**src/rtl/sdram_seq_pkg.sv**
```systemverilog
package sdram_seq_pkg;

   typedef enum logic [3:0] {
      CMD_ACT = 4'b0011,
      CMD_RD  = 4'b0101,
      CMD_WR  = 4'b0100,
      CMD_PRE = 4'b0010,
      CMD_REF = 4'b0001,
      CMD_NOP = 4'b0111
   } sd_cmd_e;

   typedef enum logic [1:0] {
      ST_IDLE,
      ST_ACT,
      ST_COL,
      ST_REF
   } seq_state_e;

   localparam int A10_BIT = 10;

endpackage

```
**src/rtl/sdram_gap_timer.sv**
```systemverilog
module sdram_gap_timer #(
   parameter int GAP_W = 3
) (
   input  logic             clk,
   input  logic             rst_n,
   input  logic             load,
   input  logic [GAP_W-1:0] load_val,
   output logic             busy
);

   logic [GAP_W-1:0] cnt;

   always_ff @(posedge clk) begin
      if (!rst_n) begin
         cnt <= '0;
      end else if (load) begin
         cnt <= load_val;
      end else if (cnt != '0) begin
         cnt <= cnt - 1'b1;
      end
   end

   assign busy = (cnt != '0);

endmodule

```
**src/rtl/sdram_refresh_timer.sv**
```systemverilog
module sdram_refresh_timer #(
   parameter int DIV_W = 16
) (
   input  logic             clk,
   input  logic             rst_n,
   input  logic [DIV_W-1:0] div,
   input  logic             clear,
   output logic             pending
);

   logic [DIV_W-1:0] cnt;
   logic             expire;

   assign expire = (cnt == '0);

   always_ff @(posedge clk) begin
      if (!rst_n) begin
         cnt     <= div;
         pending <= 1'b0;
      end else begin
         cnt     <= expire ? div : cnt - 1'b1;
         pending <= expire | (pending & ~clear);
      end
   end

endmodule

```
**src/rtl/sdram_rd_return.sv**
```systemverilog
module sdram_rd_return #(
   parameter int CAS_LAT = 2,
   parameter int DATA_W  = 16
) (
   input  logic              clk,
   input  logic              rst_n,
   input  logic              rd_issued,
   input  logic [DATA_W-1:0] dq_in,
   output logic              rd_valid,
   output logic [DATA_W-1:0] rd_data
);

   logic tap;

   generate
      if (CAS_LAT == 1) begin : g_single
         logic stage;
         always_ff @(posedge clk) begin
            if (!rst_n) stage <= 1'b0;
            else        stage <= rd_issued;
         end
         assign tap = stage;
      end else begin : g_chain
         logic [CAS_LAT-1:0] stage;
         always_ff @(posedge clk) begin
            if (!rst_n) stage <= '0;
            else        stage <= {stage[CAS_LAT-2:0], rd_issued};
         end
         assign tap = stage[CAS_LAT-1];
      end
   endgenerate

   assign rd_valid = tap;
   assign rd_data  = tap ? dq_in : '0;

endmodule

```
**src/rtl/sdram_cmd_fsm.sv**
```systemverilog
module sdram_cmd_fsm
   import sdram_seq_pkg::*;
#(
   parameter int ROW_W  = 12,
   parameter int COL_W  = 8,
   parameter int DATA_W = 16,
   parameter int GAP_W  = 3,
   parameter int T_RCD  = 2,
   parameter int T_RP   = 2,
   parameter int T_RFC  = 6
) (
   input  logic              clk,
   input  logic              rst_n,
   input  logic              req_valid,
   input  logic              req_write,
   input  logic [ROW_W-1:0]  req_row,
   input  logic [COL_W-1:0]  req_col,
   input  logic [DATA_W-1:0] req_wdata,
   input  logic              gap_busy,
   input  logic              ref_pending,
   output logic              gap_load,
   output logic [GAP_W-1:0]  gap_val,
   output logic              ref_clear,
   output sd_cmd_e           cmd_q,
   output logic [ROW_W-1:0]  addr_q,
   output logic [DATA_W-1:0] dq_q,
   output logic              oe_q,
   output logic              ack_q
);

   localparam logic [GAP_W-1:0] GAP_RCD = GAP_W'(T_RCD - 1);
   localparam logic [GAP_W-1:0] GAP_RP  = GAP_W'(T_RP - 1);
   localparam logic [GAP_W-1:0] GAP_RFC = GAP_W'(T_RFC - 1);

   seq_state_e        state, nxt_state;
   sd_cmd_e           nxt_cmd;
   logic [ROW_W-1:0]  nxt_addr;
   logic [DATA_W-1:0] nxt_dq;
   logic              nxt_oe, nxt_ack;

   logic              row_open;
   logic [ROW_W-1:0]  open_row;
   logic              open_set, open_clr;
   logic [ROW_W-1:0]  open_val;

   logic              take;
   logic              acc_write;
   logic [ROW_W-1:0]  acc_row;
   logic [COL_W-1:0]  acc_col;
   logic [DATA_W-1:0] acc_wdata;

   function automatic logic [ROW_W-1:0] col_addr(input logic [COL_W-1:0] c);
      logic [ROW_W-1:0] a;
      a            = '0;
      a[COL_W-1:0] = c;
      a[A10_BIT]   = 1'b0;
      return a;
   endfunction

   always_comb begin
      nxt_state = state;
      nxt_cmd   = CMD_NOP;
      nxt_addr  = '0;
      nxt_dq    = '0;
      nxt_oe    = 1'b0;
      nxt_ack   = 1'b0;
      gap_load  = 1'b0;
      gap_val   = '0;
      ref_clear = 1'b0;
      take      = 1'b0;
      open_set  = 1'b0;
      open_clr  = 1'b0;
      open_val  = acc_row;
      unique case (state)
         ST_IDLE: begin
            if (!gap_busy) begin
               if (ref_pending) begin
                  if (row_open) begin
                     nxt_cmd           = CMD_PRE;
                     nxt_addr[A10_BIT] = 1'b1;
                     gap_load          = 1'b1;
                     gap_val           = GAP_RP;
                     nxt_state         = ST_REF;
                  end else begin
                     nxt_cmd   = CMD_REF;
                     ref_clear = 1'b1;
                     gap_load  = 1'b1;
                     gap_val   = GAP_RFC;
                  end
               end else if (req_valid && !ack_q) begin
                  take = 1'b1;
                  if (row_open && (req_row == open_row)) begin
                     nxt_cmd  = req_write ? CMD_WR : CMD_RD;
                     nxt_addr = col_addr(req_col);
                     nxt_dq   = req_write ? req_wdata : '0;
                     nxt_oe   = req_write;
                     nxt_ack  = 1'b1;
                  end else if (row_open) begin
                     nxt_cmd   = CMD_PRE;
                     gap_load  = 1'b1;
                     gap_val   = GAP_RP;
                     open_clr  = 1'b1;
                     nxt_state = ST_ACT;
                  end else begin
                     nxt_cmd   = CMD_ACT;
                     nxt_addr  = req_row;
                     gap_load  = 1'b1;
                     gap_val   = GAP_RCD;
                     open_set  = 1'b1;
                     open_val  = req_row;
                     nxt_state = ST_COL;
                  end
               end
            end
         end
         ST_ACT: begin
            if (!gap_busy) begin
               nxt_cmd   = CMD_ACT;
               nxt_addr  = acc_row;
               gap_load  = 1'b1;
               gap_val   = GAP_RCD;
               open_set  = 1'b1;
               open_val  = acc_row;
               nxt_state = ST_COL;
            end
         end
         ST_COL: begin
            if (!gap_busy) begin
               nxt_cmd   = acc_write ? CMD_WR : CMD_RD;
               nxt_addr  = col_addr(acc_col);
               nxt_dq    = acc_write ? acc_wdata : '0;
               nxt_oe    = acc_write;
               nxt_ack   = 1'b1;
               nxt_state = ST_IDLE;
            end
         end
         ST_REF: begin
            if (!gap_busy) begin
               nxt_cmd   = CMD_REF;
               ref_clear = 1'b1;
               gap_load  = 1'b1;
               gap_val   = GAP_RFC;
               open_clr  = 1'b1;
               nxt_state = ST_IDLE;
            end
         end
         default: nxt_state = ST_IDLE;
      endcase
   end

   always_ff @(posedge clk) begin
      if (!rst_n) begin
         state     <= ST_IDLE;
         cmd_q     <= CMD_NOP;
         addr_q    <= '0;
         dq_q      <= '0;
         oe_q      <= 1'b0;
         ack_q     <= 1'b0;
         row_open  <= 1'b0;
         open_row  <= '0;
         acc_write <= 1'b0;
         acc_row   <= '0;
         acc_col   <= '0;
         acc_wdata <= '0;
      end else begin
         state  <= nxt_state;
         cmd_q  <= nxt_cmd;
         addr_q <= nxt_addr;
         dq_q   <= nxt_dq;
         oe_q   <= nxt_oe;
         ack_q  <= nxt_ack;
         if (open_set) begin
            row_open <= 1'b1;
            open_row <= open_val;
         end else if (open_clr) begin
            row_open <= 1'b0;
         end
         if (take) begin
            acc_write <= req_write;
            acc_row   <= req_row;
            acc_col   <= req_col;
            acc_wdata <= req_wdata;
         end
      end
   end

endmodule

```
**src/rtl/sdram_page_seq.sv**
```systemverilog
module sdram_page_seq
   import sdram_seq_pkg::*;
#(
   parameter int ROW_W   = 12,
   parameter int COL_W   = 8,
   parameter int DATA_W  = 16,
   parameter int DIV_W   = 16,
   parameter int T_RCD   = 2,
   parameter int T_RP    = 2,
   parameter int T_RFC   = 6,
   parameter int CAS_LAT = 2
) (
   input  logic                     clk,
   input  logic                     rst_n,
   input  logic [DIV_W-1:0]         ref_div,
   input  logic                     req_valid,
   input  logic                     req_write,
   input  logic [ROW_W+COL_W-1:0]   req_addr,
   input  logic [DATA_W-1:0]        req_wdata,
   output logic                     req_ack,
   output logic                     rd_valid,
   output logic [DATA_W-1:0]        rd_data,
   output logic                     sd_cs_n,
   output logic                     sd_ras_n,
   output logic                     sd_cas_n,
   output logic                     sd_we_n,
   output logic [ROW_W-1:0]         sd_addr,
   output logic [DATA_W-1:0]        sd_dq_out,
   output logic                     sd_dq_oe,
   input  logic [DATA_W-1:0]        sd_dq_in
);

   localparam int T_MAX1 = (T_RCD > T_RP) ? T_RCD : T_RP;
   localparam int T_MAX  = (T_MAX1 > T_RFC) ? T_MAX1 : T_RFC;
   localparam int GAP_W  = $clog2(T_MAX + 1);

   generate
      if (ROW_W <= A10_BIT) begin : g_bad_row
         $error("ROW_W must be at least 11 so the address bus carries A10");
      end
      if (COL_W > A10_BIT) begin : g_bad_col
         $error("COL_W must not exceed 10 so columns sit below A10");
      end
      if (T_RCD < 1 || T_RP < 1 || T_RFC < 1) begin : g_bad_timing
         $error("timing parameters must be at least 1");
      end
      if (CAS_LAT < 1) begin : g_bad_cl
         $error("CAS_LAT must be at least 1");
      end
   endgenerate

   logic              gap_load, gap_busy;
   logic [GAP_W-1:0]  gap_val;
   logic              ref_clear, ref_pending;
   sd_cmd_e           cmd_q;
   logic [ROW_W-1:0]  req_row;
   logic [COL_W-1:0]  req_col;

   assign req_row = req_addr[COL_W +: ROW_W];
   assign req_col = req_addr[COL_W-1:0];

   sdram_gap_timer #(.GAP_W(GAP_W)) u_gap (
      .clk      (clk),
      .rst_n    (rst_n),
      .load     (gap_load),
      .load_val (gap_val),
      .busy     (gap_busy)
   );

   sdram_refresh_timer #(.DIV_W(DIV_W)) u_ref (
      .clk     (clk),
      .rst_n   (rst_n),
      .div     (ref_div),
      .clear   (ref_clear),
      .pending (ref_pending)
   );

   sdram_cmd_fsm #(
      .ROW_W  (ROW_W),
      .COL_W  (COL_W),
      .DATA_W (DATA_W),
      .GAP_W  (GAP_W),
      .T_RCD  (T_RCD),
      .T_RP   (T_RP),
      .T_RFC  (T_RFC)
   ) u_fsm (
      .clk         (clk),
      .rst_n       (rst_n),
      .req_valid   (req_valid),
      .req_write   (req_write),
      .req_row     (req_row),
      .req_col     (req_col),
      .req_wdata   (req_wdata),
      .gap_busy    (gap_busy),
      .ref_pending (ref_pending),
      .gap_load    (gap_load),
      .gap_val     (gap_val),
      .ref_clear   (ref_clear),
      .cmd_q       (cmd_q),
      .addr_q      (sd_addr),
      .dq_q        (sd_dq_out),
      .oe_q        (sd_dq_oe),
      .ack_q       (req_ack)
   );

   sdram_rd_return #(.CAS_LAT(CAS_LAT), .DATA_W(DATA_W)) u_rd (
      .clk       (clk),
      .rst_n     (rst_n),
      .rd_issued (cmd_q == CMD_RD),
      .dq_in     (sd_dq_in),
      .rd_valid  (rd_valid),
      .rd_data   (rd_data)
   );

   assign {sd_cs_n, sd_ras_n, sd_cas_n, sd_we_n} = cmd_q;

endmodule

```
**config.mk**
```make
export PLATFORM = sky130hd
export DESIGN_NAME = sdram_page_seq
export DESIGN_NICKNAME = d
export VERILOG_FILES = /design/src/rtl/sdram_seq_pkg.sv /design/src/rtl/sdram_gap_timer.sv /design/src/rtl/sdram_refresh_timer.sv /design/src/rtl/sdram_rd_return.sv /design/src/rtl/sdram_cmd_fsm.sv /design/src/rtl/sdram_page_seq.sv
export SDC_FILE = /design/constraint.sdc
export NUM_CORES = 1
export LEC_CHECK = 0
export BUFFER_PORTS_ARGS = -buffer_cell sky130_fd_sc_hd__clkbuf_2
export CORE_UTILIZATION = 53
export CTS_CLUSTER_DIAMETER = 200
export DETAILED_ROUTE_END_ITERATION = 10
export PLACE_DENSITY_LB_ADDON = 0.1
export SYNTH_ARGS = -nofsm -noshare
export SYNTH_HDL_FRONTEND = slang
export SYNTH_SLANG_ARGS = --single-unit
export TNS_END_PERCENT = 100
```
**constraint.sdc**
```tcl
create_clock -name clk -period 2.5 [get_ports clk]
set_input_delay 0.5 -clock clk [delete_from_list [all_inputs] [get_ports clk]]
set_output_delay 0.5 -clock clk [all_outputs]
set_load 0.02 [all_outputs]
```
==> flow_summary_export.csv <==
group,metric,value,unit
outcome,outcome,"finished clean",
critical_path,crit_required,2.80,ns
power_and_ir_drop,p_leak,2.52,nW
clock_network,cts_root_buffer,"clkbuf_8",
grt,grt_use_total,0.239,
synthesis,synthDistinctLibCells,53,
synthesis,synth_ff_type,"dfxtp_1",
synthesis,synthSimpleGateAreaFrac,0.241,
clock_network,cts_setup_buffers,0,
routing,route.detailed.drc,0,
synthesis,syn_avg_cell_area,8.26,um^2
timing,final_max_slew_viol_count,0,
critical_path,crit_start,"u_gap.cnt[0]$_SDFFE_PN0P_",
synthesis,synth_seq_area_share,0.445,
placement,gp_congestion,0.924,
floorplan,num_rows,34,
cells_and_area,num_antenna_cells,0,
floorplan,core_area,0.00876,mm^2
synthesis,async_flop_share,0,
clock_network,hold_buffers,0,
timing,finClkSkew,0.00881,ns
placement,hpwl,7880,um
timing,grt_setup_unrepaired,"no",
clock_network,cts_buffers,9,
timing,setup_viol,0,
synthesis,synth-edff-count,0,
timing,setup_ws,0.398,ns
critical_path,startpoint_type,"register",
floorplan,die-area,0.00948,mm^2
floorplan,die_height,97.4,um
timing,post-route-period-util,0.841,
grt,grt_pass1_vias,4154,
critical_path,crit_fanout,14,
timing,maxSlewHeadroom,0.580,
grt,antenna_found_initial,0,
floorplan,die_w,97.4,um
routing,dr.pass1.iters,6,
routing,via_per_inst,5.45,
hold_path,hp-class,"input pin to register",
cells_and_area,layout.nets,779,
placement,dp_cells,795,
cells_and_area,finish.utilization,0.655,
cells_and_area,instances_no_fill,811,
synthesis,syn_inst,583,
critical_path,critPathCaptureType,"register",
timing,worstMarginPinSlew,0.630,ns
routing,routed_wl,11100,um
synthesis,synth_top_family_by_area,"simple AND/OR/NAND/NOR gates",
power_and_ir_drop,worst_ir_drop_vdd,0.000461,V
routing,final_antenna_net_count,0,
timing,holdWs,0.322,ns
synthesis,synth-compound-area-share,0.196,
clock_network,cts_buffer_depth,2,
clock_network,clkLatencyLatePin,0.37,ns
clock_network,htreeDepth,3,
clock_network,tritoncts,"built",
synthesis,muxShareOfSynthArea,0.00415,
timing,tns,0,ns
grt,grt_overflow_total,0,
placement,dpl_cell_area,0.00555,mm^2
placement,place.port_buffers,121,
power_and_ir_drop,powerDensity,867,mW/mm^2
synthesis,synthesis.area,0.00482,mm^2
grt,grt_max_degree,25,
cells_and_area,drive_above_1_share,0.239,
power_and_ir_drop,power,4.98,mW
synthesis,synth_warnings,0,
synthesis,synth-xor-area-share,0.0454,
grt,grt_pass1_wl,18600,um
placement,pre_cts_slack,0.212,ns
flow_run,drv_cap,0,
clock_network,cts.sinks,107,
floorplan,initial_core_util,0.550,
clock_network,clkSlewWorstSetupHoldPaths,0.10,ns
cells_and_area,stdcell_area,0.00574,mm^2
timing,fmax,476,MHz
routing,num_vias,4419,
hold_path,min_from,"ref_div[9]",
cells_and_area,syn_to_final_growth,19.1,%
synthesis,synthesis.nets,664,
timing,fin_crit,2.10,ns
synthesis,synth_fa_ha_area_frac,0.0234,
critical_path,cp.arrival,2.40,ns
routing,wire_per_inst,13.7,um
synthesis,ys_ff_latch,107,
critical_path,worstSetupPathType,"register to register",
routing,dr.first_iter.drc_count,268,
floorplan,ios,123,
critical_path,r2r-start,"u_gap.cnt[0]$_SDFFE_PN0P_",
timing,hold_violations,0,
==> cell families after synthesis <==
| group | after synthesis |
|---|---|
| XOR/XNOR | 25 |
| multiplexers | 2 |
| adder cells (fa/ha/maj) | 9 |
| buffers and inverters | 50 |
| flip-flops | 107 |
| other | 1 |
| AO/OA/AOI/OAI | 134 |
| AND/OR/NAND/NOR | 255 |
==> report_power, final <==
part	switching, mW	internal [mW]
Combinational	1.02	0.698
Clock	0.621	0.382
Sequential	0.223	2.03
==> sequential cells by signal, summed over array words and instances, names as in the netlist <==
| register | cells |
|---|---|
| u_fsm.acc_col | 8 |
| u_fsm.acc_row | 12 |
| u_fsm.acc_wdata | 16 |
| u_fsm.acc_write | 1 |
| u_fsm.ack_q | 1 |
| u_fsm.addr_q | 12 |
| u_fsm.cmd_q | 3 |
| u_fsm.dq_q | 16 |
| u_fsm.oe_q | 1 |
| u_fsm.open_row | 12 |
| u_fsm.row_open | 1 |
| u_fsm.state | 2 |
| u_gap.cnt | 3 |
| u_rd.g_chain.stage | 2 |
| u_ref.cnt | 16 |
| u_ref.pending | 1 |
==> synthesized netlist by cell type (all sizes together), types with 2 or more instances <==
master,count,share of area
a21oi,37,0.038
a222oi,8,0.017
ha,9,0.023
nor4,6,0.0078
nor2,15,0.012
o211a,12,0.025
a21o,2,0.0034
nor2b,5,0.0065
o22ai,2,0.0026
o211ai,2,0.0031
buf,11,0.015
nand4,2,0.0026
o21ai,23,0.025
nand2,142,0.11
nor3,8,0.0083
nand3,41,0.043
and3,2,0.0026
inv,10,0.0078
mux2i,2,0.0042
xnor2,10,0.018
dfxtp,107,0.44
or4,2,0.0039
nand2b,5,0.0065
a21boi,37,0.058
xor2,15,0.027
clkbuf,29,0.023
and2,21,0.027
==> worst max-delay path, cell delays in order (launching register included) <==
cell,delay (ns)
dfxtp_1,0.34
inv_1,0.08
ha_1,0.19
nor2b_2,0.29
nand3_1,0.24
buf_4,0.26
nor2_1,0.16
buf_4,0.23
nand3_1,0.09
a21oi_1,0.15
==> layout by cell type (no fill, tap or decap), drive strengths merged, types with 2 or more instances in the layout <==
cell    Yosys  routed
clkbuf     29     130
o21ai      23      23
buf        11      23
o211ai      2       2
xor2       15      15
a222oi      8       8
nor3        8       8
a21o        2       2
or4         2       2
mux2i       2       2
and2       21      21
clkinv      0       3
nand2b      5       5
nand4       2       2
a21oi      37      37
nand2     142     142
xnor2      10      10
nand3      41      41
and3        2       2
ha          9       9
o22ai       2       2
dfxtp     107     107
nor4        6       6
o211a      12      12
inv        10      14
nor2       15      15
a21boi     37      37
nor2b       5       5
==> path summary, 6_finish.rpt <==
path              slack [ns]  cells after the start                          endpoint
setup reg to reg        0.40                      9          u_fsm.dq_q[6]$_SDFF_PN0_
hold / removal          0.32                      3              u_ref.cnt[9]$_DFF_P_
setup / recovery        0.40                      9          u_fsm.dq_q[6]$_SDFF_PN0_
hold reg to reg         0.44                      1  u_rd.g_chain.stage[1]$_SDFF_PN0_
==> routing by layer <==
metal / global-route usage / part of all wire / vias up
met2: 0.426 / 0.48 / 160
met1: 0.286 / 0.44 / 2020
li1: - / - / 2224
met3: 0.0381 / 0.065 / 15
met5: 0 / 0 / -
met4: 0.0973 / 0.017 / 0
==> layout make-up <==
cell class	count	area, um^2
fillers	780	3030
multi-input cells	426	2460
flip-flops and latches	107	2140
repair buffers	144	778
well taps	108	135
clock buffers	9	124
clock inverters	7	60.1
inverters	10	37.5
==> what timing repair did <==
item                                    4_1_cts  5_1_grt
endpoints found under the setup margin        0        6
hold endpoints to repair                      0        0
resized for setup                             0        1
(Power assumes the default switching activity.)
